## src/rtl/pc_bkpt_pkg.sv

```systemverilog
package pc_bkpt_pkg;

    localparam int CODE_W    = 8;
    localparam int IDX_W     = 4;
    localparam logic [CODE_W-1:0] MASK_CODE = 8'h17;
    localparam logic [CODE_W-1:0] BP0_CODE  = 8'h08;
    localparam logic [CODE_W-1:0] BPN_BASE  = 8'h16;

    typedef enum logic [1:0] {
        TGT_NONE = 2'd0,
        TGT_BP   = 2'd1,
        TGT_MASK = 2'd2
    } wr_tgt_e;

    typedef struct packed {
        wr_tgt_e          tgt;
        logic [IDX_W-1:0] idx;
    } wr_dec_t;

    // Code of breakpoint register i: register 0 is special, the rest step by 2.
    function automatic logic [CODE_W-1:0] bp_code(input int i);
        logic [CODE_W-1:0] c;
        if (i == 0) c = BP0_CODE;
        else        c = BPN_BASE + CODE_W'(2 * i);
        return c;
    endfunction

    function automatic wr_dec_t decode_code(input logic [CODE_W-1:0] code,
                                            input int nbp);
        wr_dec_t d;
        d.tgt = TGT_NONE;
        d.idx = '0;
        if (code == MASK_CODE) d.tgt = TGT_MASK;
        for (int i = 0; i < nbp; i++) begin
            if (code == bp_code(i)) begin
                d.tgt = TGT_BP;
                d.idx = IDX_W'(i);
            end
        end
        return d;
    endfunction

    // Masked equality over a field: a 1 in care_n removes that bit.
    function automatic logic field_match(input logic [31:0] a,
                                         input logic [31:0] b,
                                         input logic [31:0] care_n);
        return &((~(a ^ b)) | care_n);
    endfunction

endpackage

```

## src/rtl/bkpt_regfile.sv

```systemverilog
module bkpt_regfile
    import pc_bkpt_pkg::*;
#(
    parameter int NUM_BP = 4,
    parameter int ADDR_W = 24,
    parameter int DATA_W = 32
) (
    input  logic                           clk,
    input  logic                           rst,
    input  logic                           wr_en,
    input  logic [CODE_W-1:0]              wr_code,
    input  logic [DATA_W-1:0]              wr_data,
    output logic [NUM_BP-1:0][ADDR_W-1:1]  bp_addr,
    output logic [NUM_BP-1:0]              bp_valid,
    output logic [ADDR_W-1:1]              bp_mask
);
    wr_dec_t dec;
    logic [NUM_BP-1:0][ADDR_W-1:1] addr_q;
    logic [NUM_BP-1:0]             valid_q;
    logic [ADDR_W-1:1]             mask_q;
    logic                          unused_wr_bits;

    assign dec            = decode_code(wr_code, NUM_BP);
    assign unused_wr_bits = ^wr_data[DATA_W-1:ADDR_W];

    generate
        for (genvar i = 0; i < NUM_BP; i++) begin : g_reg
            always_ff @(posedge clk) begin
                if (rst) begin
                    addr_q[i]  <= '0;
                    valid_q[i] <= (i == 0);
                end else if (wr_en && dec.tgt == TGT_BP && dec.idx == IDX_W'(i)) begin
                    addr_q[i] <= wr_data[ADDR_W-1:1];
                    if (i != 0) valid_q[i] <= wr_data[0];
                end
            end
        end
    endgenerate

    always_ff @(posedge clk) begin
        if (rst)                             mask_q <= '0;
        else if (wr_en && dec.tgt == TGT_MASK) mask_q <= wr_data[ADDR_W-1:1];
    end

    assign bp_addr  = addr_q;
    assign bp_valid = valid_q;
    assign bp_mask  = mask_q;

    // valid flags of registers 1.. are clear right after reset
    assert_valid_reset_R1: assert property (@(posedge clk)
        $past(rst) |-> (valid_q[NUM_BP-1:1] == '0 && mask_q == '0));

    // writes to unknown codes leave all state untouched
    assert_unknown_code_R2: assert property (@(posedge clk) disable iff (rst)
        (wr_en && dec.tgt == TGT_NONE) |=>
            ($stable(addr_q) && $stable(valid_q) && $stable(mask_q)));

endmodule

```

## src/rtl/bkpt_match.sv

```systemverilog
module bkpt_match
    import pc_bkpt_pkg::*;
#(
    parameter int NUM_BP = 4,
    parameter int ADDR_W = 24,
    parameter int DATA_W = 32
) (
    input  logic [DATA_W-1:0]              pc,
    input  logic [NUM_BP-1:0][ADDR_W-1:1]  bp_addr,
    input  logic [NUM_BP-1:0]              bp_valid,
    input  logic [ADDR_W-1:1]              bp_mask,
    output logic [NUM_BP-1:0]              match_vec
);
    localparam int FW = ADDR_W - 1;

    logic [ADDR_W-1:1] pc_field;
    logic              unused_pc_bits;

    assign pc_field       = pc[ADDR_W-1:1];
    assign unused_pc_bits = ^{pc[DATA_W-1:ADDR_W], pc[0]};

    generate
        for (genvar i = 0; i < NUM_BP; i++) begin : g_cmp
            if (i == 0) begin : g_masked
                assign match_vec[i] = field_match(32'(pc_field), 32'(bp_addr[i]),
                                                  32'(bp_mask));
            end else begin : g_exact
                assign match_vec[i] = bp_valid[i] &
                    field_match(32'(pc_field), 32'(bp_addr[i]), 32'(0));
            end
        end
    endgenerate

    initial begin
        assert_width_R6: assert (FW >= 1 && FW < 32);
    end

endmodule

```

## src/rtl/bkpt_hit_reg.sv

```systemverilog
module bkpt_hit_reg #(
    parameter int NUM_BP = 4
) (
    input  logic              clk,
    input  logic              rst,
    input  logic              qual,
    input  logic [NUM_BP-1:0] match_vec,
    output logic [NUM_BP-1:0] hit_vec,
    output logic              hit_any
);
    always_ff @(posedge clk) begin
        if (rst) begin
            hit_vec <= '0;
            hit_any <= 1'b0;
        end else begin
            hit_vec <= qual ? match_vec : '0;
            hit_any <= qual & (|match_vec);
        end
    end

    // combined hit agrees with the vector
    assert_any_or_R9: assert property (@(posedge clk) disable iff (rst)
        hit_any == (|hit_vec));

    // an unqualified sample never produces a hit
    assert_gate_R4: assert property (@(posedge clk) disable iff (rst)
        !qual |=> (hit_vec == '0 && !hit_any));

endmodule

```

## src/rtl/pc_bkpt_cmp.sv

```systemverilog
module pc_bkpt_cmp
    import pc_bkpt_pkg::*;
#(
    parameter int NUM_BP = 4,
    parameter int ADDR_W = 24,
    parameter int DATA_W = 32
) (
    input  logic              clk,
    input  logic              rst,
    input  logic              wr_en,
    input  logic [7:0]        wr_code,
    input  logic [31:0]       wr_data,
    input  logic              pc_bp_en,
    input  logic              pc_valid,
    input  logic [31:0]       pc,
    output logic [3:0]        hit_vec,
    output logic              hit_any
);
    logic [NUM_BP-1:0][ADDR_W-1:1] bp_addr;
    logic [NUM_BP-1:0]             bp_valid;
    logic [ADDR_W-1:1]             bp_mask;
    logic [NUM_BP-1:0]             match_vec;
    logic                          qual;

    assign qual = pc_valid & pc_bp_en;

    bkpt_regfile #(.NUM_BP(NUM_BP), .ADDR_W(ADDR_W), .DATA_W(DATA_W)) u_regs (
        .clk(clk), .rst(rst), .wr_en(wr_en), .wr_code(wr_code), .wr_data(wr_data),
        .bp_addr(bp_addr), .bp_valid(bp_valid), .bp_mask(bp_mask)
    );

    bkpt_match #(.NUM_BP(NUM_BP), .ADDR_W(ADDR_W), .DATA_W(DATA_W)) u_match (
        .pc(pc), .bp_addr(bp_addr), .bp_valid(bp_valid), .bp_mask(bp_mask),
        .match_vec(match_vec)
    );

    bkpt_hit_reg #(.NUM_BP(NUM_BP)) u_hit (
        .clk(clk), .rst(rst), .qual(qual), .match_vec(match_vec),
        .hit_vec(hit_vec), .hit_any(hit_any)
    );

    // a register whose valid flag was clear cannot report a hit
    generate
        for (genvar i = 1; i < NUM_BP; i++) begin : g_vchk
            assert_invalid_nohit_R5: assert property (@(posedge clk) disable iff (rst)
                !bp_valid[i] |=> !hit_vec[i]);
        end
    endgenerate

    // outputs quiet in the cycle after reset
    assert_reset_quiet_R1: assert property (@(posedge clk)
        $past(rst) |-> (hit_vec == '0 && !hit_any));

endmodule

```

## config.mk

```make
export PLATFORM = sky130hd
export DESIGN_NAME = pc_bkpt_cmp
export DESIGN_NICKNAME = d
export VERILOG_FILES = /design/src/rtl/pc_bkpt_pkg.sv /design/src/rtl/bkpt_regfile.sv /design/src/rtl/bkpt_match.sv /design/src/rtl/bkpt_hit_reg.sv /design/src/rtl/pc_bkpt_cmp.sv
export SDC_FILE = /design/constraint.sdc
export NUM_CORES = 1
export LEC_CHECK = 0
export BUFFER_PORTS_ARGS = -buffer_cell sky130_fd_sc_hd__buf_2
export CORE_ASPECT_RATIO = 1.2
export CORE_MARGIN = 4
export CORE_UTILIZATION = 50
export CTS_CLUSTER_DIAMETER = 100
export DETAILED_ROUTE_END_ITERATION = 6
export GPL_ROUTABILITY_DRIVEN = 0
export PLACE_DENSITY = 0.71
export SKIP_CTS_REPAIR_TIMING = 1
export SYNTH_ARGS = -nofsm -noshare
export SYNTH_HDL_FRONTEND = slang
export SYNTH_HIERARCHICAL = 1
export SYNTH_SLANG_ARGS = --single-unit
```

## constraint.sdc

```tcl
create_clock -name clk -period 2.93 [get_ports clk]
set_clock_uncertainty 0.2 [all_clocks]
set_input_delay 0.1465 -clock clk [delete_from_list [all_inputs] [get_ports clk]]
set_output_delay 0.1465 -clock clk [all_outputs]
set_load 0.1 [all_outputs]
```

# After elaboration in Yosys (flattened, before gate mapping)
# Cells that the tools add are included.
word_totals:
  out_inout_bits: 5
  elab_cells: 53
  ff_bits: 123
classes:
  n_eq_ne: 10
  reduce_logical: 13
  muxes: 5
  bitwise_logic: 15
ops:
  columns: ["cell", "count"]
  rows:
  - ["$not 32->32", 4]
  - ["$reduce_and 32->1", 4]
  - ["$xor 23x23->23", 4]
  - ["$eq 8x5->1 const B", 4]
  - ["$or 32x23->32", 1]
  - ["$mux 6", 4]
  - ["$eq 4x2->1 const B", 2]
  - ["$eq 8x4->1 const B", 1]
  - ["$logic_and 1x1->1", 6]
  - ["$and 1x1->1", 5]
  - ["$eq 4x1->1 const B", 1]
  - ["$logic_not 4->1", 1]
  - ["$reduce_or 4->1", 1]
  - ["$eq 2x1->1 const B", 1]
  - ["$eq 2x2->1 const B", 1]
  - ["$mux 2", 1]
  - ["$reduce_or 2->1", 1]
  - ["$not 1->1", 1]

# Depth between registers and ports, before layout
logic_depth:
  ltp_word: 9
  ltp_mapped: 6

# Cells and area by module
# Netlist, hierarchy kept.
by_module_without_submodules:
  columns: ["module", "cells_per_inst", "area_each_um2", "n_inst"]
  rows:
  - ["bkpt_regfile", 421, 4712.0, 1]
  - ["bkpt_match", 133, 1083.5, 1]
  - ["bkpt_hit_reg", 11, 145.1, 1]
  - ["pc_bkpt_cmp", 1, 6.3, 1]

# Worst setup path after synthesis
# OpenSTA, ideal clock, no wires.
synth_path:
  kind: "input to register"
  from: "in wr_code[7]"
  to: "reg u_regs.mask_q (netlist bit u_regs/bp_mask[10])"
  arrival_ns: 1.597
  cell_stages: 5
  required_time_ns: 2.608
  path_slack_ns: 1.011
  cell_sequence: "or4b_4 > or4_4 > buf_6 > buf_12 > mux2i_1"
synth_via:
  elab_chain_cells: 8
synth_lines:
  columns: ["element", "line", "rtl"]
  rows:
  - ["start, declared", "pc_bkpt_cmp.sv:11", "input logic [7:0] wr_code,"]
  - ["$eq 8x5->1", "pc_bkpt_pkg.sv:33", "if (code == MASK_CODE) d.tgt = TGT_MASK;"]
  - ["$mux 2", "pc_bkpt_pkg.sv:33", null]
  - ["$mux 6 (3 in a row)", "pc_bkpt_pkg.sv:35", "if (code == bp_code(i)) begin"]
  - ["$mux 6 (*)", "pc_bkpt_pkg.sv:35", null]
  - ["$eq 2x2->1 (*)", "bkpt_regfile.sv:42", "else if (wr_en && dec.tgt == TGT_MASK) mask_q <= wr_data[ADDR_W-1:1];"]
  - ["$logic_and 1x1->1 (*)", "bkpt_regfile.sv:42", null]
  - ["end signal, assigned", "bkpt_regfile.sv:42", null]
  - ["end, declared", "bkpt_regfile.sv:20", "logic [ADDR_W-1:1] mask_q;"]
# Every way passes the cells marked *; elsewhere a longest branch is shown, timed or not.
# A chain may end at the register's enable or synchronous reset.

# Worst setup path after layout
layout_path:
  from: "reg u_regs.addr_q (netlist bit u_regs/bp_addr[29])"
  to: "reg u_hit.hit_any"
layout_via:
  elab_chain_cells: 6
layout_lines:
  columns: ["element", "line", "rtl"]
  rows:
  - ["start, declared", "bkpt_regfile.sv:18", "logic [NUM_BP-1:0][ADDR_W-1:1] addr_q;"]
  - ["start signal, assigned by index", "bkpt_regfile.sv:33", "addr_q[i] <= wr_data[ADDR_W-1:1];"]
  - ["$xor 23x23->23", "pc_bkpt_pkg.sv:47", "return &((~(a ^ b)) | care_n);"]
  - ["$not 32->32", "pc_bkpt_pkg.sv:47", null]
  - ["$reduce_and 32->1", "pc_bkpt_pkg.sv:47", null]
  - ["$and 1x1->1", "bkpt_match.sv:28", "assign match_vec[i] = bp_valid[i] &"]
  - ["via match_vec[1]", "pc_bkpt_cmp.sv:22", "logic [NUM_BP-1:0] match_vec;"]
  - ["$reduce_or 4->1", "bkpt_hit_reg.sv:17", "hit_any <= qual & (|match_vec);"]
  - ["$and 1x1->1", "bkpt_hit_reg.sv:17", null]
  - ["end signal, assigned", "bkpt_hit_reg.sv:17", null]
  - ["end, declared", "bkpt_hit_reg.sv:9", "output logic hit_any"]
# The timed path passes the listed nets, and every way through them passes these cells.

==> parameters.txt <==
Parameter                              Value

Die
  Site row count ... 43
  Top-level I/O count ... 82
  Full die area ... 13700 um^2
  DIE HEIGHT ... 127 um
  Initial core utilization ... 51.3%
  Horizontal die dimension ... 107 um
  CORE AREA ... 11600 um^2

Worst setup path
  Crit path DAT ... 2.14 ns
  Largest fanout of any net on the critical path ... 2
  Required time worst endpoint ... 3.08 ns
  Start-to-end type of the worst setup path ... reg2reg
  Critical Path Max Stage Delay ... 0.55 ns
  Worst path buffer plus inverter count ... 0
  Kind of cell adding the most delay to the critical path ... simple AND/OR/NAND/NOR gates
  Slowest cell on crit path ... nor4_1
  Element type at the critical path start ... flop
  Cell Chain, Critical Path ... xor2_1 -> nor4_1 -> nand4_1 -> nor3_2 -> o41a_1
  Worst Setup End Kind ... flop
  Worst r2r path cells ... 5
  Startpoint of the worst register-to-register path ... u_regs/bp_addr[29]$_SDFFE_PP0P_
  Reg-to-Reg End ... u_hit/hit_any$_SDFF_PP0_
  FF-to-FF setup slack ... 0.94 ns

Clock tree
  Sink count of the clock tree ... 123
  CTS clock-pin slew for the worst setup and hold paths ... 0.05 ns
  Buffer type at the clock tree root ... clkbuf_16
  Number of buffers between clock root and the deepest sink ... 2
  Deepest level of the CTS H-tree ... 4
  Insertion delay of the later-clocked pin in the worst-skew pair ... 0.42 ns
  Total clock buffers created by CTS ... 17
  CTS tree ... done

STA
  Min Clock Period, post-route ... 1.99 ns
  Slew HR ... 42.8%
  Setup ws final ... 0.940 ns
  Unrepaired setup endpoints after global routing ... no
  Maximum clock frequency ... 502 MHz
  Sum of negative setup slack ... 0 ns
  Hold Slack ... -0.0121 ns
  Number of endpoints failing setup at the final stage ... 0
  Final Slew Violations ... 0
  Total count of hold-check failures in the final report ... 3
  Actual transition at the worst max-transition pin ... 0.858 ns
  Period utilisation layout ... 67.9%

Hold path
  Worst hold start ... wr_data[12]
  Worst min-delay path class ... in2reg
  Hold-critical path depth ... 3
  End point of the worst hold path ... u_regs/bp_addr[11]$_SDFFE_PP0P_

Power and ir drop
  Worst IR drop on VDD ... 0.334 mV
  Pwr/cell area ... 550 nW/um^2
  Leakage Power ... 3.27 nW

GRT
  Pin count of the biggest net entering global routing ... 50
  Total GRT Usage ... 22.0%
  Most Used Layer, Global Route ... met2
  Met2 Use GR ... 36.5%
  Global-route wire length before repair ... 22900 um
  Total overflow reported by the global router ... 0
  Via count of the first global-routing pass ... 4325
  Global routing usage on met1 ... 28.3%
  Fraction of met3 tracks used by global routing ... 5.10%
  Number of antenna violations at the first check in global routing ... 0

Yosys
  Synthesized netlist net count ... 641
  Syn Area/Cell ... 10.5 um^2
  Post-synthesis cell count ... 564
  Warnings from Yosys ... 6
  Syn Std Cell Area ... 5940 um^2

Drt
  Antenna viol nets, final ... 0
  Routed wire per std cell ... 17.6 um
  Overall routed net length ... 14400 um
  Via count ... 4194
  Vias per Instance ... 5.12
  Number of violations reported at the end of detailed-routing iteration 0 ... 154
  TritonRoute pass-1 iters ... 4
  DRC violations left ... 0

Layout
  Post-route cell area ... 7150 um^2
  Antenna fix cells ... 0
  P&R area growth vs syn ... 20.5%
  Nets ... 727
  Fraction of final layout cells sized beyond drive strength 1 ... 16.2%

Place
  Port Buf Inserts ... 64
  Total placed instance area ... 6350 um^2
  Worst slack after detailed placement ... 0.619 ns
  DP HPWL ... 9980 um

Run status
  Violations in the final reports ... hold timing
  Status ... complete, but fails checks

Flow run
  Reported max-cap violation count ... 0
[per-stage QoR]
step / util (%) / cells / power [mW]
global route: 61.8 / 819 / 4.08
floorplan: - / 564 / 1.85
detailed placement: 54.9 / 764 / 1.96
CTS: 59.7 / 795 / 3.95
finish: 61.8 / 819 / 3.94
global placement: 54.9 / 764 / 1.96
[sequential cells by signal, summed over array words and instances (netlist names)]
name and count:
u_regs/bp_mask 23, u_hit/hit_vec 4, u_regs/bp_valid 3, u_hit/hit_any 1, u_regs/bp_addr 92
[area by class of cell]
type	count	area (um^2)
Tap cell	157	196
Timing Repair Buffer	95	626
Fill cell	980	4420
Clock inverter	8	93.8
Sequential cell	123	2460
Inverter	1	3.75
Multi-Input combinational cell	412	3300
Clock buffer	23	468
[cell usage in the layout (no fill, tap or decap), types with 5 or more instances in the layout]
cell             n
buf_2           64
buf_4            6
clkbuf_16       17
clkinv_2         5
dfxtp_1        123
dlygate4sd3_1   24
mux2i_1        118
nand2b_1       142
nand4_1         11
nor4_1          15
o22ai_1         11
xnor2_1         43
xor2_1          48
[worst register-to-register path: stages, from the launching register on]
cell and delay, ns:
dfxtp_1 0.31, xor2_1 0.18, nor4_1 0.55, nand4_1 0.25, nor3_2 0.24, o41a_1 0.19
[routing by layer]
metal / vias to the layer above / wire length (um)
met2: 93 / 7070
li1: 2076 / -
met3: 20 / 546
met5: - / 0
met4: 0 / 262
met1: 2005 / 6550
[report_power, final]
group	switching (mW)	internal, mW	total (mW)
logic	0.142	0.134	0.275
clock network	0.700	1.28	1.98
registers	0.00131	1.68	1.68
[how the worst max path moves through the flow]
stage / endpoint / startpoint / slack [ns] / cells after the start
2_1_floorplan: u_regs/bp_mask[10]$_SDFFE_PP0P_ / wr_code[7] / 1.01 / 5
3_3_place_gp: u_regs/bp_addr[12]$_SDFFE_PP0P_ / wr_code[1] / 0.66 / 4
3_5_place_dp: u_regs/bp_addr[18]$_SDFFE_PP0P_ / wr_code[1] / 0.62 / 4
4_1_cts: u_hit/hit_any$_SDFF_PP0_ / u_regs/bp_addr[29]$_SDFFE_PP0P_ / 0.99 / 5
5_1_grt: u_hit/hit_any$_SDFF_PP0_ / u_regs/bp_addr[29]$_SDFFE_PP0P_ / 0.95 / 5
6_report: u_hit/hit_any$_SDFF_PP0_ / u_regs/bp_addr[29]$_SDFFE_PP0P_ / 0.94 / 5
Power figures use the tool's default switching activity.
